**config.mk**
```make
export PLATFORM = sky130hd
export DESIGN_NAME = rtc_core
export DESIGN_NICKNAME = d
export VERILOG_FILES = /design/src/rtl/rtc_pkg.sv /design/src/rtl/rtc_wr_gate.sv /design/src/rtl/rtc_prescaler.sv /design/src/rtl/rtc_seconds.sv /design/src/rtl/rtc_core.sv
export SDC_FILE = /design/constraint.sdc
export NUM_CORES = 1
export LEC_CHECK = 0
export BUFFER_PORTS_ARGS = -buffer_cell sky130_fd_sc_hd__buf_2
export CELL_PAD_IN_SITES_DETAIL_PLACEMENT = 0
export CELL_PAD_IN_SITES_GLOBAL_PLACEMENT = 1
export CORE_MARGIN = 4
export CORE_UTILIZATION = 45
export DETAILED_ROUTE_END_ITERATION = 7
export PLACE_DENSITY_LB_ADDON = 0.1
export SLEW_MARGIN = 10
export SYNTH_ARGS = -nofsm -noshare
export SYNTH_HDL_FRONTEND = slang
export SYNTH_SLANG_ARGS = --single-unit
```
**constraint.sdc**
```tcl
create_clock -name clk -period 2.66 [get_ports clk]
set_input_delay 0.532 -clock clk [delete_from_list [all_inputs] [get_ports clk]]
set_output_delay 0.532 -clock clk [all_outputs]
set_load 0.005 [all_outputs]
```
**src/rtl/rtc_pkg.sv**
```systemverilog
package rtc_pkg;
    localparam int unsigned DATA_W = 32;
    localparam int unsigned ADDR_W = 4;

    localparam logic [ADDR_W-1:0] A_CTRL  = 4'd0;
    localparam logic [ADDR_W-1:0] A_SECS  = 4'd1;
    localparam logic [ADDR_W-1:0] A_ALARM = 4'd2;
    localparam logic [ADDR_W-1:0] A_RELD  = 4'd3;
    localparam logic [ADDR_W-1:0] A_SCR   = 4'd13;
    localparam logic [ADDR_W-1:0] A_KEY   = 4'd15;

    localparam logic [15:0] KEY_VALUE = 16'hA55A;

    localparam int unsigned B_RUN   = 0;
    localparam int unsigned B_AEN   = 2;
    localparam int unsigned B_AIE   = 3;
    localparam int unsigned B_AFLG  = 4;
    localparam int unsigned B_SIE   = 5;
    localparam int unsigned B_SFLG  = 6;
    localparam int unsigned B_READY = 7;
    localparam int unsigned B_ARMED = 31;

    typedef enum logic [1:0] {
        GS_LOCKED = 2'd0,
        GS_ARMED  = 2'd1,
        GS_BUSY   = 2'd2
    } gate_state_e;
endpackage

```
**src/rtl/rtc_wr_gate.sv**
```systemverilog
module rtc_wr_gate
    import rtc_pkg::*;
#(
    parameter int unsigned BUSY_CYCLES = 4
) (
    input  logic clk,
    input  logic rst_n,
    input  logic wr,
    input  logic key_addr,
    input  logic key_ok,
    output logic ready,
    output logic armed,
    output logic commit
);
    localparam int unsigned CNT_W = $clog2(BUSY_CYCLES + 1);
    localparam logic [CNT_W-1:0] CNT_LAST = CNT_W'(BUSY_CYCLES - 1);

    gate_state_e state_q, state_d;
    logic [CNT_W-1:0] cnt_q, cnt_d;

    // next-state logic
    always_comb begin
        state_d = state_q;
        cnt_d   = cnt_q;
        unique case (state_q)
            GS_LOCKED: begin
                if (wr && key_addr && key_ok) begin
                    state_d = GS_ARMED;               // arm
                end
            end
            GS_ARMED: begin
                if (wr && !key_addr) begin
                    state_d = GS_BUSY;                // commit
                    cnt_d   = '0;
                end
            end
            GS_BUSY: begin
                if (cnt_q == CNT_LAST) begin
                    state_d = GS_LOCKED;              // release
                    cnt_d   = '0;
                end else begin
                    cnt_d = cnt_q + 1'b1;
                end
            end
            default: state_d = GS_LOCKED;
        endcase
    end

    // state register
    always_ff @(posedge clk or negedge rst_n) begin
        if (!rst_n) begin
            state_q <= GS_LOCKED;
            cnt_q   <= '0;
        end else begin
            state_q <= state_d;
            cnt_q   <= cnt_d;
        end
    end

    // outputs
    always_comb begin
        ready  = 1'b0;
        armed  = 1'b0;
        commit = 1'b0;
        unique case (state_q)
            GS_LOCKED: ready = 1'b1;
            GS_ARMED: begin
                ready  = 1'b1;
                armed  = 1'b1;
                commit = wr && !key_addr;
            end
            GS_BUSY: ready = 1'b0;
            default: ready = 1'b0;
        endcase
    end
endmodule

```
**src/rtl/rtc_prescaler.sv**
```systemverilog
module rtc_prescaler #(
    parameter int unsigned PRE_W = 16
) (
    input  logic             clk,
    input  logic             rst_n,
    input  logic             run,
    input  logic             restart,
    input  logic [PRE_W-1:0] reload,
    output logic             tick
);
    logic [PRE_W-1:0] cnt_q;

    assign tick = run && !restart && (cnt_q >= reload);

    always_ff @(posedge clk or negedge rst_n) begin
        if (!rst_n) begin
            cnt_q <= '0;
        end else if (restart) begin
            cnt_q <= '0;
        end else if (run) begin
            cnt_q <= tick ? '0 : cnt_q + 1'b1;
        end
    end
endmodule

```
**src/rtl/rtc_seconds.sv**
```systemverilog
module rtc_seconds #(
    parameter int unsigned SEC_W = 32
) (
    input  logic             clk,
    input  logic             rst_n,
    input  logic             load,
    input  logic [SEC_W-1:0] load_val,
    input  logic             step,
    input  logic [SEC_W-1:0] match_val,
    output logic [SEC_W-1:0] count,
    output logic             match
);
    always_ff @(posedge clk or negedge rst_n) begin
        if (!rst_n) begin
            count <= '0;
        end else if (load) begin
            count <= load_val;
        end else if (step) begin
            count <= count + 1'b1;
        end
    end

    assign match = (count == match_val);
endmodule

```
**src/rtl/rtc_core.sv**
```systemverilog
module rtc_core
    import rtc_pkg::*;
#(
    parameter int unsigned PRE_W       = 16,
    parameter int unsigned RELOAD_INIT = 32767,
    parameter int unsigned BUSY_CYCLES = 4
) (
    input  logic              clk,
    input  logic              rst_n,
    input  logic              reg_wr,
    input  logic [ADDR_W-1:0] reg_addr,
    input  logic [DATA_W-1:0] reg_wdata,
    output logic [DATA_W-1:0] reg_rdata,
    output logic              irq
);
    logic ready, armed, commit, tick, hit;
    logic ctrl_wr, sec_load;
    logic run_q, aen_q, aie_q, sie_q, sflg_q, aflg_q;
    logic [DATA_W-1:0] sec_q, alarm_q, scr_q;
    logic [PRE_W-1:0]  reload_q;

    rtc_wr_gate #(.BUSY_CYCLES(BUSY_CYCLES)) u_gate (
        .clk      (clk),
        .rst_n    (rst_n),
        .wr       (reg_wr),
        .key_addr (reg_addr == A_KEY),
        .key_ok   (reg_wdata[15:0] == KEY_VALUE),
        .ready    (ready),
        .armed    (armed),
        .commit   (commit)
    );

    assign ctrl_wr  = commit && (reg_addr == A_CTRL);
    assign sec_load = commit && (reg_addr == A_SECS);

    rtc_prescaler #(.PRE_W(PRE_W)) u_pre (
        .clk     (clk),
        .rst_n   (rst_n),
        .run     (run_q),
        .restart (sec_load),
        .reload  (reload_q),
        .tick    (tick)
    );

    rtc_seconds #(.SEC_W(DATA_W)) u_sec (
        .clk       (clk),
        .rst_n     (rst_n),
        .load      (sec_load),
        .load_val  (reg_wdata),
        .step      (tick),
        .match_val (alarm_q),
        .count     (sec_q),
        .match     (hit)
    );

    // control fields and flags
    always_ff @(posedge clk or negedge rst_n) begin
        if (!rst_n) begin
            run_q  <= 1'b0;
            aen_q  <= 1'b0;
            aie_q  <= 1'b0;
            sie_q  <= 1'b0;
            sflg_q <= 1'b0;
            aflg_q <= 1'b0;
        end else begin
            if (ctrl_wr) begin
                run_q <= reg_wdata[B_RUN];
                aen_q <= reg_wdata[B_AEN];
                aie_q <= reg_wdata[B_AIE];
                sie_q <= reg_wdata[B_SIE];
            end
            sflg_q <= (ctrl_wr ? (sflg_q & reg_wdata[B_SFLG]) : sflg_q) | tick;
            aflg_q <= (ctrl_wr ? (aflg_q & reg_wdata[B_AFLG]) : aflg_q) | (aen_q & hit);
        end
    end

    // data registers
    always_ff @(posedge clk or negedge rst_n) begin
        if (!rst_n) begin
            alarm_q  <= '0;
            scr_q    <= '0;
            reload_q <= PRE_W'(RELOAD_INIT);
        end else if (commit) begin
            if (reg_addr == A_ALARM) alarm_q  <= reg_wdata;
            if (reg_addr == A_SCR)   scr_q    <= reg_wdata;
            if (reg_addr == A_RELD)  reload_q <= reg_wdata[PRE_W-1:0];
        end
    end

    // read mux
    always_comb begin
        reg_rdata = '0;
        unique case (reg_addr)
            A_CTRL: begin
                reg_rdata[B_READY] = ready;
                reg_rdata[B_SFLG]  = sflg_q;
                reg_rdata[B_SIE]   = sie_q;
                reg_rdata[B_AFLG]  = aflg_q;
                reg_rdata[B_AIE]   = aie_q;
                reg_rdata[B_AEN]   = aen_q;
                reg_rdata[B_RUN]   = run_q;
            end
            A_SECS:  reg_rdata = sec_q;
            A_ALARM: reg_rdata = alarm_q;
            A_RELD:  reg_rdata[PRE_W-1:0] = reload_q;
            A_SCR:   reg_rdata = scr_q;
            A_KEY:   reg_rdata[B_ARMED] = armed;
            default: reg_rdata = '0;
        endcase
    end

    assign irq = (sflg_q & sie_q) | (aflg_q & aie_q);
endmodule

```
Yosys cells after proc, flatten, opt, wreduce, memory -nomap -nowiden --
Index checks and enable logic that the tools add are counted.
Storage, ports and cells: memory bits (writable) 0, bits in latches 0, output and inout bits 33, input bits 39, register bits 139, ROM bits 0, memories kept 0, logic and storage cells 81
Cells by class: equal/unequal tests 13, $add $sub $neg 3, order comparisons 1, multiplexer cells 23, shift-type cells 0, divide/modulo/power cells 0, bitwise gates (word level) 8, reductions and logical operators 20, $mul 0
Operators by type and width (number):
- $mux W32 | 2
- $mux W16 | 3
- $pmux W15 S3 | 1
- $add A32 B1 Y32 const B | 1
- $eq A32 B32 Y1 | 1
- $pmux W8 S4 | 1
- $pmux W6 S5 | 1
- $add A16 B1 Y16 const B | 1
- $eq A16 B16 Y1 const B | 1
- $ge A16 B16 Y1 | 1
- $eq A4 B2 Y1 const B | 2
- $eq A4 B4 Y1 const B | 2
- $pmux W1 S4 | 2
- $reduce_and A2 Y1 | 4
- $logic_and A1 B1 Y1 | 7
- $mux W2 | 3
- $mux W3 | 2
- $ne A2 B1 Y1 const B | 3
- $pmux W2 S3 | 1
- $pmux W3 S2 | 1
- $reduce_bool A2 Y1 | 3
- $and A1 B1 Y1 | 5
- $mux W1 | 5
- $pmux W1 S5 | 1
- other kinds (11) | 14

Longest topological paths before layout --
Gate-level depths: netlist of run 1.
word-level depth 11, gate-level depth with buffers 10, depth with buffers taken out 8

Modules after synthesis --
Synthesis of run 1 repeated with hierarchy kept, for this count alone.
Second synthesis, totals: cell total of the unflattened synthesis 747, area total of the unflattened synthesis 7970.1 um^2
By module, submodules not included:
- rtc_core | sequential area each 2170.8 um^2, times used 1, cells each 304, area each 4134.0 um^2
- rtc_seconds | sequential area each 800.8 um^2, times used 1, cells each 268, area each 2306.0 um^2
- rtc_prescaler | sequential area each 400.4 um^2, times used 1, cells each 151, area each 1280.0 um^2
- rtc_wr_gate | sequential area each 125.1 um^2, times used 1, cells each 24, area each 250.2 um^2

Worst setup path before layout of run 1 --
Ideal clock, no wire load.
path kind input-to-output, start point in reg_addr[0], end point out reg_rdata[0], arrival time 1.768 ns, required time 2.128 ns, setup slack 0.360 ns, path buffers 2, cell stages on the path 5, cell sequence nor4b_2 clkbuf_1 buf_1 a22oi_1 nand3_1
Between the ends: longest elaborated chain between the ends 2, elaborated cells between the ends (all ways) 6, those cells by class eq/ne: 4; mux: 1; reduce/logical: 1
Ends and longest elaborated chain:
- start: declaration | line rtc_core.sv:11 | input logic [ADDR_W-1:0] reg_addr,
- $eq A4 B4 Y1 (tied with other cells) | line rtc_core.sv:93 | unique case (reg_addr)
- $pmux W1 S5 * | line rtc_core.sv:93
- end: declaration | line rtc_core.sv:13 | output logic [DATA_W-1:0] reg_rdata,
Every way passes the cells marked *; elsewhere a longest branch is shown, timed or not.

Worst setup path in the final report of run 1 --
start point reg reload_q[13], end point reg u_sec.count[31]
Between the ends: longest elaborated chain between the ends 3
Ends and longest elaborated chain:
- start: declaration | line rtc_core.sv:20 | logic [PRE_W-1:0] reload_q;
- start signal: assignment | line rtc_core.sv:82 | reload_q <= PRE_W'(RELOAD_INIT);
- start signal: assignment | line rtc_core.sv:86 | if (reg_addr == A_RELD) reload_q <= reg_wdata[PRE_W-1:0];
- $ge A16 B16 Y1 | line rtc_prescaler.sv:13 | assign tick = run && !restart && (cnt_q >= reload);
- $logic_and A1 B1 Y1 | line rtc_prescaler.sv:13
- $reduce_bool A2 Y1 (no line)
- end signal: assignment | line rtc_seconds.sv:17 | count <= load_val;
- end signal: assignment | line rtc_seconds.sv:19 | count <= count + 1'b1;
- end: declaration | line rtc_seconds.sv:10 | output logic [SEC_W-1:0] count,
Every way passes these cells. A chain may end at the register's enable or synchronous reset.

==> report_table.html, run 1 <==
<table>
<tr><th>Metric</th><th>Value</th></tr>
<tr><th colspan="2">Cells and area</th></tr>
<tr><td>Non-filler instance count after layout</td><td>1037</td></tr>
<tr><td>Layout cell share with drive strength beyond 1</td><td>28.3%</td></tr>
<tr><td>Filler instances</td><td>1497</td></tr>
<tr><td>Net count of the finished layout</td><td>862</td></tr>
<tr><td>Utilization after layout</td><td>54.3%</td></tr>
<tr><td>Area growth, synth to finish</td><td>18.0%</td></tr>
<tr><td>Antenna Cells</td><td>0</td></tr>
<tr><td>Area of combinational cells with multiple inputs</td><td>3890 um2</td></tr>
<tr><td>Register area</td><td>3500 um2</td></tr>
<tr><td>Commonest non-fill, non-tap cell in the layout</td><td>sky130_fd_sc_hd__dfrtp_1</td></tr>
<tr><td>Most frequent cells in the layout</td><td>124 x sky130_fd_sc_hd__dfrtp_1, 80 x sky130_fd_sc_hd__mux2_2, 70 x sky130_fd_sc_hd__buf_2</td></tr>
<tr><th colspan="2">Power and ir drop</th></tr>
<tr><td>Leakage power</td><td>4.12 nW</td></tr>
<tr><td>Worst supply voltage drop on vdd</td><td>0.455 mV</td></tr>
<tr><td>P per Cell Area</td><td>668 nW/um2</td></tr>
<tr><th colspan="2">CTS</th></tr>
<tr><td>Clock-pin slew of the registers on the worst-case setup and hold paths</td><td>0.06 ns</td></tr>
<tr><td>CTS root buffer</td><td>sky130_fd_sc_hd__clkbuf_16</td></tr>
<tr><td>H-tree levels</td><td>4</td></tr>
<tr><td># hold bufs at CTS</td><td>0</td></tr>
<tr><td>Inserted Clock Buffers</td><td>17</td></tr>
<tr><td>CTS tree</td><td>yes</td></tr>
<tr><td>Largest buffer count on any clock path</td><td>2</td></tr>
<tr><td>Number of sinks driven by the clock tree</td><td>139</td></tr>
<tr><td>Worst skew pair latency</td><td>0.41 ns</td></tr>
<tr><th colspan="2">Critical path</th></tr>
<tr><td>Largest driver fanout on the critical path</td><td>24</td></tr>
<tr><td>Arrival time worst endpoint</td><td>2.86 ns</td></tr>
<tr><td>Kind of start point of the critical path</td><td>flip-flop</td></tr>
<tr><td>Register-to-Register Setup Slack</td><td>0.13 ns</td></tr>
<tr><td>Critical path data required time</td><td>2.99 ns</td></tr>
<tr><td>Classification of the worst setup path</td><td>reg -&gt; reg</td></tr>
<tr><td>Worst reg2reg path endpoint</td><td>u_sec.count[31]</td></tr>
<tr><td>CP Capture Type</td><td>flip-flop</td></tr>
<tr><td>Depth of the most critical reg-to-reg path</td><td>9</td></tr>
<tr><td>Source of the worst register-to-register timing path</td><td>reload_q[13]</td></tr>
<tr><th colspan="2">Floorplanning</th></tr>
<tr><td>Number of core rows</td><td>47</td></tr>
<tr><td>Count of pins on the block boundary</td><td>72</td></tr>
<tr><td>Initial standard-cell utilization of the core</td><td>46.0%</td></tr>
<tr><td>Die ar.</td><td>19200 um2</td></tr>
<tr><td>Core region area</td><td>16600 um2</td></tr>
<tr><td>Die height</td><td>138 um</td></tr>
<tr><td>Overall die width</td><td>138 um</td></tr>
<tr><th colspan="2">Routing</th></tr>
<tr><td>Remaining routing DRC violations</td><td>0</td></tr>
<tr><td>Avg Vias per Cell</td><td>5.98</td></tr>
<tr><td>Wire per inst</td><td>20.6 um</td></tr>
<tr><td>Final routed wirelength across all metal layers</td><td>21300 um</td></tr>
<tr><td>Violation count after the first detailed-routing iteration</td><td>525</td></tr>
<tr><td>Via total after detailed routing</td><td>6205</td></tr>
<tr><td>DR pass1 iterations</td><td>6</td></tr>
<tr><td>Number of nets with antenna violations after routing</td><td>0</td></tr>
<tr><th colspan="2">Synthesis</th></tr>
<tr><td>Synthesized area</td><td>7660 um2</td></tr>
<tr><td>Number of flip-flops and latches in the synthesized netlist</td><td>139</td></tr>
<tr><td>Mean instance size in the synthesized netlist</td><td>10.3 um2</td></tr>
<tr><td>Largest cells by area after synthesis</td><td>sky130_fd_sc_hd__dfrtp_1 41%, sky130_fd_sc_hd__mux2_2 12%, sky130_fd_sc_hd__dfstp_2 5.1%</td></tr>
<tr><td>Number of synthesis warnings</td><td>0</td></tr>
<tr><td>Post-Syn Nets</td><td>798</td></tr>
<tr><td>FFs w/ async S/R, synth</td><td>100%</td></tr>
<tr><td>Sequential area share after synthesis</td><td>45.7%</td></tr>
<tr><td>Fraction of synthesized cell area taken by the top area cell type</td><td>40.5%</td></tr>
<tr><td>Post-Syn Instances</td><td>740</td></tr>
<tr><td>Prevailing post-synth register cell</td><td>sky130_fd_sc_hd__dfrtp_1</td></tr>
<tr><td>Number of flops mapped to enable cells by yosys</td><td>0</td></tr>
<tr><td>Post-synth cell types</td><td>51</td></tr>
<tr><td>Synth area leader</td><td>sky130_fd_sc_hd__dfrtp_1</td></tr>
<tr><th colspan="2">Timing</th></tr>
<tr><td>Number of pins exceeding their max-slew limit in the final report</td><td>0</td></tr>
<tr><td>Worst-margin pin slew</td><td>0.637 ns</td></tr>
<tr><td>Tightest hold margin</td><td>0.0751 ns</td></tr>
<tr><td>Setup total negative slack</td><td>0 ns</td></tr>
<tr><td>Hold Violations, Final</td><td>0</td></tr>
<tr><td>Unrepaired setup endpoints after global routing</td><td>yes</td></tr>
<tr><td>Slew Limit Headroom</td><td>57.5%</td></tr>
<tr><td>Final Setup Violations</td><td>0</td></tr>
<tr><td>Final critical delay including setup and external delays</td><td>2.53 ns</td></tr>
<tr><td>Crit share post-route</td><td>95.1%</td></tr>
<tr><td>Fin Clk Skew</td><td>0.00685 ns</td></tr>
<tr><td>Fmax achieved</td><td>0.395 GHz</td></tr>
<tr><th colspan="2">Place</th></tr>
<tr><td>Number of placed instances with taps included</td><td>1004</td></tr>
<tr><td>HPWL after detailed placement</td><td>14600 um</td></tr>
<tr><td>Number of port buffers</td><td>71</td></tr>
<tr><td>Final weighted congestion of routability-driven global placement</td><td>0.814</td></tr>
<tr><th colspan="2">Global routing</th></tr>
<tr><td>Wire length of the first global-routing pass</td><td>34700 um</td></tr>
<tr><td>Remaining global-route overflow</td><td>0</td></tr>
<tr><td>Number of global-route vias before repair</td><td>6206</td></tr>
<tr><td>Total Routing Usage GR</td><td>22.6%</td></tr>
<tr><td>Antenna violations before repair</td><td>0</td></tr>
<tr><td>Pin count of the biggest net entering global routing</td><td>63</td></tr>
<tr><th colspan="2">Outcome</th></tr>
<tr><td>Run status</td><td>completed</td></tr>
<tr><th colspan="2">Flow run</th></tr>
<tr><td>Max_cap viols</td><td>0</td></tr>
<tr><th colspan="2">Worst hold path</th></tr>
<tr><td>Kind of path behind the tightest hold check</td><td>in -&gt; async</td></tr>
</table>
## area by class of cell
| type | instances | area share [%] |
|---|---|---|
| multi-input cells | 522 | 43.1 |
| flip-flops and latches | 139 | 38.7 |
| repair buffers | 90 | 6.55 |
| clock buffers | 20 | 5.05 |
| inverters | 34 | 1.41 |
| clock inverters | 12 | 2.15 |
| well taps | 220 | 3.05 |
## kinds of logic (layout without fill, tap and decap cells)
kind of cell    count (synthesis)  after routing  share of synthesized area (%)
simple gates                  230            230                           16.4
compound gates                148            148                           13.8
flops                         139            139                           45.7
mux                            80             80                           11.8
buf+inv                        79            156                           4.18
xor+xnor                       45             45                           5.15
fa+ha+maj                      19             19                           3.11
## routing by layer
metal	up-vias	GRT usage, %	routed length, um
li1	2885	-	-
met1	3118	31.7	9690
met2	180	36.3	10300
met3	22	4.70	1070
met4	0	5.46	316
met5	-	0	0
## state kept, by name (all words and copies together), names as in the netlist
name            cells
u_gate.cnt_q        3
aie_q               1
aen_q               1
u_gate.state_q      2
sflg_q              1
u_pre.cnt_q        16
reload_q           16
run_q               1
scr_q              32
aflg_q              1
alarm_q            32
u_sec.count        32
sie_q               1
## stage by stage
| step | total power [W] | setup WS (ns) | instance area (um2) |
|---|---|---|---|
| 2_1_floorplan | 0.00303 | 0.360 | 7660 |
| 3_3_place_gp | 0.00341 | 0.145 | 8360 |
| 3_5_place_dp | 0.00343 | 0.0299 | 8360 |
| 4_1_cts | 0.00606 | 0.0258 | 9010 |
| 5_1_grt | 0.00631 | -0.000264 | 9040 |
| 6_report | 0.00604 | 0.130 | 9040 |
## critical path: stages, from the launching register on
cell and delay, ns:
sky130_fd_sc_hd__dfstp_2 0.54, sky130_fd_sc_hd__inv_1 0.05, sky130_fd_sc_hd__ha_1 0.29, sky130_fd_sc_hd__nand4_1 0.16
sky130_fd_sc_hd__a211o_1 0.29, sky130_fd_sc_hd__o211ai_1 0.14, sky130_fd_sc_hd__a21oi_4 0.11, sky130_fd_sc_hd__buf_12 0.18
sky130_fd_sc_hd__or4_1 0.51, sky130_fd_sc_hd__a31oi_1 0.18
## cells in the mapped netlist, types with 2 or more instances
cell type                  number
sky130_fd_sc_hd__a211o_1        2
sky130_fd_sc_hd__a21oi_1        7
sky130_fd_sc_hd__a221o_1       10
sky130_fd_sc_hd__a222oi_1      15
sky130_fd_sc_hd__a22o_1        10
sky130_fd_sc_hd__a22oi_1       13
sky130_fd_sc_hd__a31oi_1       31
sky130_fd_sc_hd__and3_1        19
sky130_fd_sc_hd__and4_1         3
sky130_fd_sc_hd__buf_1          2
sky130_fd_sc_hd__buf_2         15
sky130_fd_sc_hd__clkbuf_1      26
sky130_fd_sc_hd__dfrtp_1      124
sky130_fd_sc_hd__dfstp_2       15
sky130_fd_sc_hd__ha_1          19
sky130_fd_sc_hd__inv_1         34
sky130_fd_sc_hd__mux2_2        80
sky130_fd_sc_hd__nand2_1       44
sky130_fd_sc_hd__nand2b_1       4
sky130_fd_sc_hd__nand3_1       32
sky130_fd_sc_hd__nand3b_1       2
sky130_fd_sc_hd__nand4_1       19
sky130_fd_sc_hd__nand4_2        3
sky130_fd_sc_hd__nand4b_1       2
sky130_fd_sc_hd__nor2_1        49
sky130_fd_sc_hd__nor2b_1        3
sky130_fd_sc_hd__nor3_1         6
sky130_fd_sc_hd__nor4_1         7
sky130_fd_sc_hd__o211ai_1       4
sky130_fd_sc_hd__o21a_1         3
sky130_fd_sc_hd__o21ai_0       35
sky130_fd_sc_hd__o31ai_1       10
sky130_fd_sc_hd__or3_1         22
sky130_fd_sc_hd__or4_1         10
sky130_fd_sc_hd__xnor2_1       20
sky130_fd_sc_hd__xor2_1        25
## where the power goes
| part | internal (W) | total (W) | switching (W) |
|---|---|---|---|
| clock | 0.00171 | 0.00261 | 0.000898 |
| sequential | 0.00226 | 0.00248 | 0.000220 |
| combinational | 0.000382 | 0.000958 | 0.000576 |
## how the worst max path moves through the flow
stage | from | end | slack [ns] | depth (start not counted)
CTS | reload_q[13] | u_pre.cnt_q[15] | 0.03 | 8
global route | reload_q[13] | u_sec.count[31] | -0.0003 | 9
finish | reload_q[13] | u_sec.count[31] | 0.13 | 9
global placement | reload_q[13] | u_pre.cnt_q[15] | 0.14 | 8
detailed placement | reload_q[13] | u_pre.cnt_q[6] | 0.03 | 8
floorplan | reg_addr[0] | reg_rdata[0] | 0.36 | 5
## repair_timing
| item | 4_1_cts | 5_1_grt |
|---|---|---|
| buffers inserted | 0 | 1 |
| endpoints found under the hold margin | 0 | 0 |
| endpoints found under the setup margin | 0 | 21 |
| resized for setup | 0 | 5 |
Note: power is estimated with default switching activity, not from simulation.
==> run 2: changes to the inputs <==
==> constraint.sdc (replaced) <==
create_clock -name clk -period 3.1 [get_ports clk]
set_input_delay 0.62 -clock clk [delete_from_list [all_inputs] [get_ports clk]]
set_output_delay 0.62 -clock clk [all_outputs]
set_load 0.005 [all_outputs]
==> report_table.html, run 2 (same netlist as run 1, synthesis figures left out) <==
<table>
<tr><th>Metric</th><th>Value</th></tr>
<tr><th colspan="2">Outcome</th></tr>
<tr><td>Run status</td><td>completed</td></tr>
<tr><th colspan="2">Global routing</th></tr>
<tr><td>Wire length of the first global-routing pass</td><td>34500 um (-0.70%)</td></tr>
<tr><td>Met3 Use GR</td><td>4.83% (+0.14 points)</td></tr>
<tr><td>Grt peak-use layer</td><td>met2</td></tr>
<tr><td>Antenna violations before repair</td><td>0 (unchanged)</td></tr>
<tr><td>Remaining global-route overflow</td><td>0 (unchanged)</td></tr>
<tr><td>Met1 global-route usage</td><td>30.6% (-1.0 points)</td></tr>
<tr><td>Number of global-route vias before repair</td><td>6259 (+0.85%)</td></tr>
<tr><td>GR met2 Demand/Resource</td><td>36.3% (about the same)</td></tr>
<tr><td>Pin count of the biggest net entering global routing</td><td>66 (+4.8%)</td></tr>
<tr><td>Total Routing Usage GR</td><td>22.5% (-0.16 points)</td></tr>
<tr><th colspan="2">Floorplanning</th></tr>
<tr><td>Count of pins on the block boundary</td><td>72 (unchanged)</td></tr>
<tr><td>Number of core rows</td><td>47 (unchanged)</td></tr>
<tr><td>Die ar.</td><td>19200 um2 (unchanged)</td></tr>
<tr><td>Die height</td><td>138 um (unchanged)</td></tr>
<tr><td>Core region area</td><td>16600 um2 (unchanged)</td></tr>
<tr><td>Overall die width</td><td>138 um (unchanged)</td></tr>
<tr><td>Initial standard-cell utilization of the core</td><td>46.0% (unchanged)</td></tr>
<tr><th colspan="2">Timing</th></tr>
<tr><td>Tightest hold margin</td><td>0.170 ns (+0.0945 ns)</td></tr>
<tr><td>Hold Violations, Final</td><td>0 (unchanged)</td></tr>
<tr><td>Setup total negative slack</td><td>0 ns (unchanged)</td></tr>
<tr><td>Crit share post-route</td><td>85.1%</td></tr>
<tr><td>Slew Limit Headroom</td><td>36.4% (-21 points)</td></tr>
<tr><td>Fin Clk Skew</td><td>0.00896 ns (+0.00211 ns)</td></tr>
<tr><td>Fmax achieved</td><td>0.379 GHz</td></tr>
<tr><td>Final Setup Violations</td><td>0 (unchanged)</td></tr>
<tr><td>Worst-margin pin slew</td><td>0.948 ns (+0.311 ns)</td></tr>
<tr><td>Number of pins exceeding their max-slew limit in the final report</td><td>0 (unchanged)</td></tr>
<tr><td>Unrepaired setup endpoints after global routing</td><td>no</td></tr>
<tr><td>Final critical delay including setup and external delays</td><td>2.64 ns</td></tr>
<tr><th colspan="2">Routing</th></tr>
<tr><td>Violation count after the first detailed-routing iteration</td><td>519 (-1.1%)</td></tr>
<tr><td>Final routed wirelength across all metal layers</td><td>21200 um (-0.43%)</td></tr>
<tr><td>Remaining routing DRC violations</td><td>0 (unchanged)</td></tr>
<tr><td>Via total after detailed routing</td><td>6300 (+1.5%)</td></tr>
<tr><td>Number of nets with antenna violations after routing</td><td>0 (unchanged)</td></tr>
<tr><td>Avg Vias per Cell</td><td>6.10 (+1.9%)</td></tr>
<tr><td>DR pass1 iterations</td><td>7 (+1)</td></tr>
<tr><td>Wire per inst</td><td>20.6 um (about the same)</td></tr>
<tr><th colspan="2">Power and ir drop</th></tr>
<tr><td>P per Cell Area</td><td>565 nW/um2 (-15%)</td></tr>
<tr><td>Leakage power</td><td>4.05 nW (-1.6%)</td></tr>
<tr><td>Worst supply voltage drop on vdd</td><td>0.413 mV (-9.2%)</td></tr>
<tr><th colspan="2">Critical path</th></tr>
<tr><td>Worst reg2reg path endpoint</td><td>u_pre.cnt_q[11]</td></tr>
<tr><td>Source of the worst register-to-register timing path</td><td>reload_q[13]</td></tr>
<tr><td>Kind of start point of the critical path</td><td>input port</td></tr>
<tr><td>Delay contributed by the slowest stage of the critical path</td><td>0.42 ns (-0.12 ns)</td></tr>
<tr><td>Register-to-Register Setup Slack</td><td>0.47 ns (+0.34 ns)</td></tr>
<tr><td>Critical path data required time</td><td>2.48 ns (-0.51 ns)</td></tr>
<tr><td>Arrival time worst endpoint</td><td>2.02 ns (-0.84 ns)</td></tr>
<tr><td>Classification of the worst setup path</td><td>in -&gt; out</td></tr>
<tr><td>Critical-path cell list</td><td>buf_2, nor4b_4, buf_4, a22o_1, a221o_1, buf_2</td></tr>
<tr><td>CP max stage cell</td><td>sky130_fd_sc_hd__buf_4</td></tr>
<tr><td>Largest driver fanout on the critical path</td><td>34 (+42%)</td></tr>
<tr><td>Critical path origin</td><td>reg_addr[3]</td></tr>
<tr><td>Worst setup path endpoint</td><td>reg_rdata[11]</td></tr>
<tr><td>Depth of the most critical reg-to-reg path</td><td>8 (-1)</td></tr>
<tr><td>Cell with the most instances on the worst path</td><td>sky130_fd_sc_hd__buf_2</td></tr>
<tr><td>CP Capture Type</td><td>output pin</td></tr>
<tr><th colspan="2">CTS</th></tr>
<tr><td>CTS tree</td><td>yes</td></tr>
<tr><td>Inserted Clock Buffers</td><td>17 (unchanged)</td></tr>
<tr><td># hold bufs at CTS</td><td>0 (unchanged)</td></tr>
<tr><td>Resize count post-CTS</td><td>0 (unchanged)</td></tr>
<tr><td>Worst skew pair latency</td><td>0.42 ns (about the same)</td></tr>
<tr><td>Clock-pin slew of the registers on the worst-case setup and hold paths</td><td>0.05 ns (about the same)</td></tr>
<tr><td>Post-CTS setup buffers</td><td>0 (unchanged)</td></tr>
<tr><td>Largest buffer count on any clock path</td><td>2 (unchanged)</td></tr>
<tr><td>CTS root buffer</td><td>sky130_fd_sc_hd__clkbuf_16</td></tr>
<tr><td>Number of sinks driven by the clock tree</td><td>139 (unchanged)</td></tr>
<tr><td>H-tree levels</td><td>4 (unchanged)</td></tr>
<tr><th colspan="2">Cells and area</th></tr>
<tr><td>Filler instances</td><td>1490 (-0.47%)</td></tr>
<tr><td>Layout cell share with drive strength beyond 1</td><td>26.9% (-1.3 points)</td></tr>
<tr><td>Antenna Cells</td><td>0 (unchanged)</td></tr>
<tr><td>Utilization after layout</td><td>53.3% (-1.0 points)</td></tr>
<tr><td>Net count of the finished layout</td><td>858 (-0.46%)</td></tr>
<tr><td>Largest registers</td><td>alarm_q (32), scr_q (32), u_sec.count (32)</td></tr>
<tr><td>Most frequent cells in the layout</td><td>124 x sky130_fd_sc_hd__dfrtp_1, 80 x sky130_fd_sc_hd__mux2_2, 70 x sky130_fd_sc_hd__buf_2</td></tr>
<tr><td>Post-route cell area</td><td>8870 um2 (-1.9%)</td></tr>
<tr><td>Area of combinational cells with multiple inputs</td><td>3880 um2 (-0.45%)</td></tr>
<tr><td>Commonest non-fill, non-tap cell in the layout</td><td>sky130_fd_sc_hd__dfrtp_1</td></tr>
<tr><td>Area growth, synth to finish</td><td>15.8%</td></tr>
<tr><td>Register area</td><td>3500 um2 (unchanged)</td></tr>
<tr><td>Non-filler instance count after layout</td><td>1033 (-0.39%)</td></tr>
<tr><th colspan="2">Place</th></tr>
<tr><td>Post-DP Area</td><td>8260 um2 (-1.2%)</td></tr>
<tr><td>Final weighted congestion of routability-driven global placement</td><td>0.880 (+8.1%)</td></tr>
<tr><td>Number of port buffers</td><td>71 (unchanged)</td></tr>
<tr><td>Number of placed instances with taps included</td><td>1001 (-0.30%)</td></tr>
<tr><td>HPWL after detailed placement</td><td>14700 um (+0.90%)</td></tr>
<tr><th colspan="2">Worst hold path</th></tr>
<tr><td>Kind of path behind the tightest hold check</td><td>in -&gt; async</td></tr>
<tr><th colspan="2">Flow run</th></tr>
<tr><td>Max_cap viols</td><td>0 (unchanged)</td></tr>
</table>
-- run 2: changes by cell type in the layout (fill, tap and decap cells not counted), moves of 2 or more --
| cell | change |
|---|---|
| sky130_fd_sc_hd__buf_12 | -6 |
| sky130_fd_sc_hd__buf_4 | +2 |
| sky130_fd_sc_hd__clkinvlp_4 | -2 |
| sky130_fd_sc_hd__clkbuf_1 | +4 |
-- run 2: layer usage --
layer	up-vias	routed length [um]
met5	-	0
met3	38	1020
met1	3182	9810
met2	198	10000
met4	0	418
li1	2882	-
-- run 2: per-stage QoR --
step | power, W | setup slack (ns)
4_1_cts | 0.00505 | 0.451
2_1_floorplan | 0.00260 | 0.624
3_5_place_dp | 0.00291 | 0.460
3_3_place_gp | 0.00289 | 0.504
5_1_grt | 0.00523 | 0.242
6_report | 0.00501 | 0.462
-- run 2: report_power, final --
part | switching, W | internal (W)
combinational | 0.000465 | 0.000290
clock | 0.000762 | 0.00136
sequential | 0.000196 | 0.00194
total | 0.00142 | 0.00359
-- run 2: how the worst min path moves through the flow --
stage	endpoint	start	slack, ns	cells after the start
3_3_place_gp	scr_q[3]	scr_q[3]	0.46	2
6_report	u_gate.cnt_q[2]	rst_n	0.17	1
3_5_place_dp	scr_q[3]	scr_q[3]	0.49	2
5_1_grt	u_gate.cnt_q[2]	rst_n	0.20	1
4_1_cts	u_gate.state_q[0]	rst_n	0.17	1
2_1_floorplan	aen_q	rst_n	0.32	0
-- run 2: final cells by class --
cell class	instances	share of cell area, %
repair buffers	86	5.49
clock buffers	23	5.16
flip-flops and latches	139	39.4
inverters	34	1.44
clock inverters	9	1.64
well taps	220	3.10
multi-input cells	522	43.7
-- run 2: worst max-delay path, delay by kind of cell --
kind,cells,cell delay [ns]
compound gates,2,0.41
buf+inv,3,0.70
simple gates,1,0.26
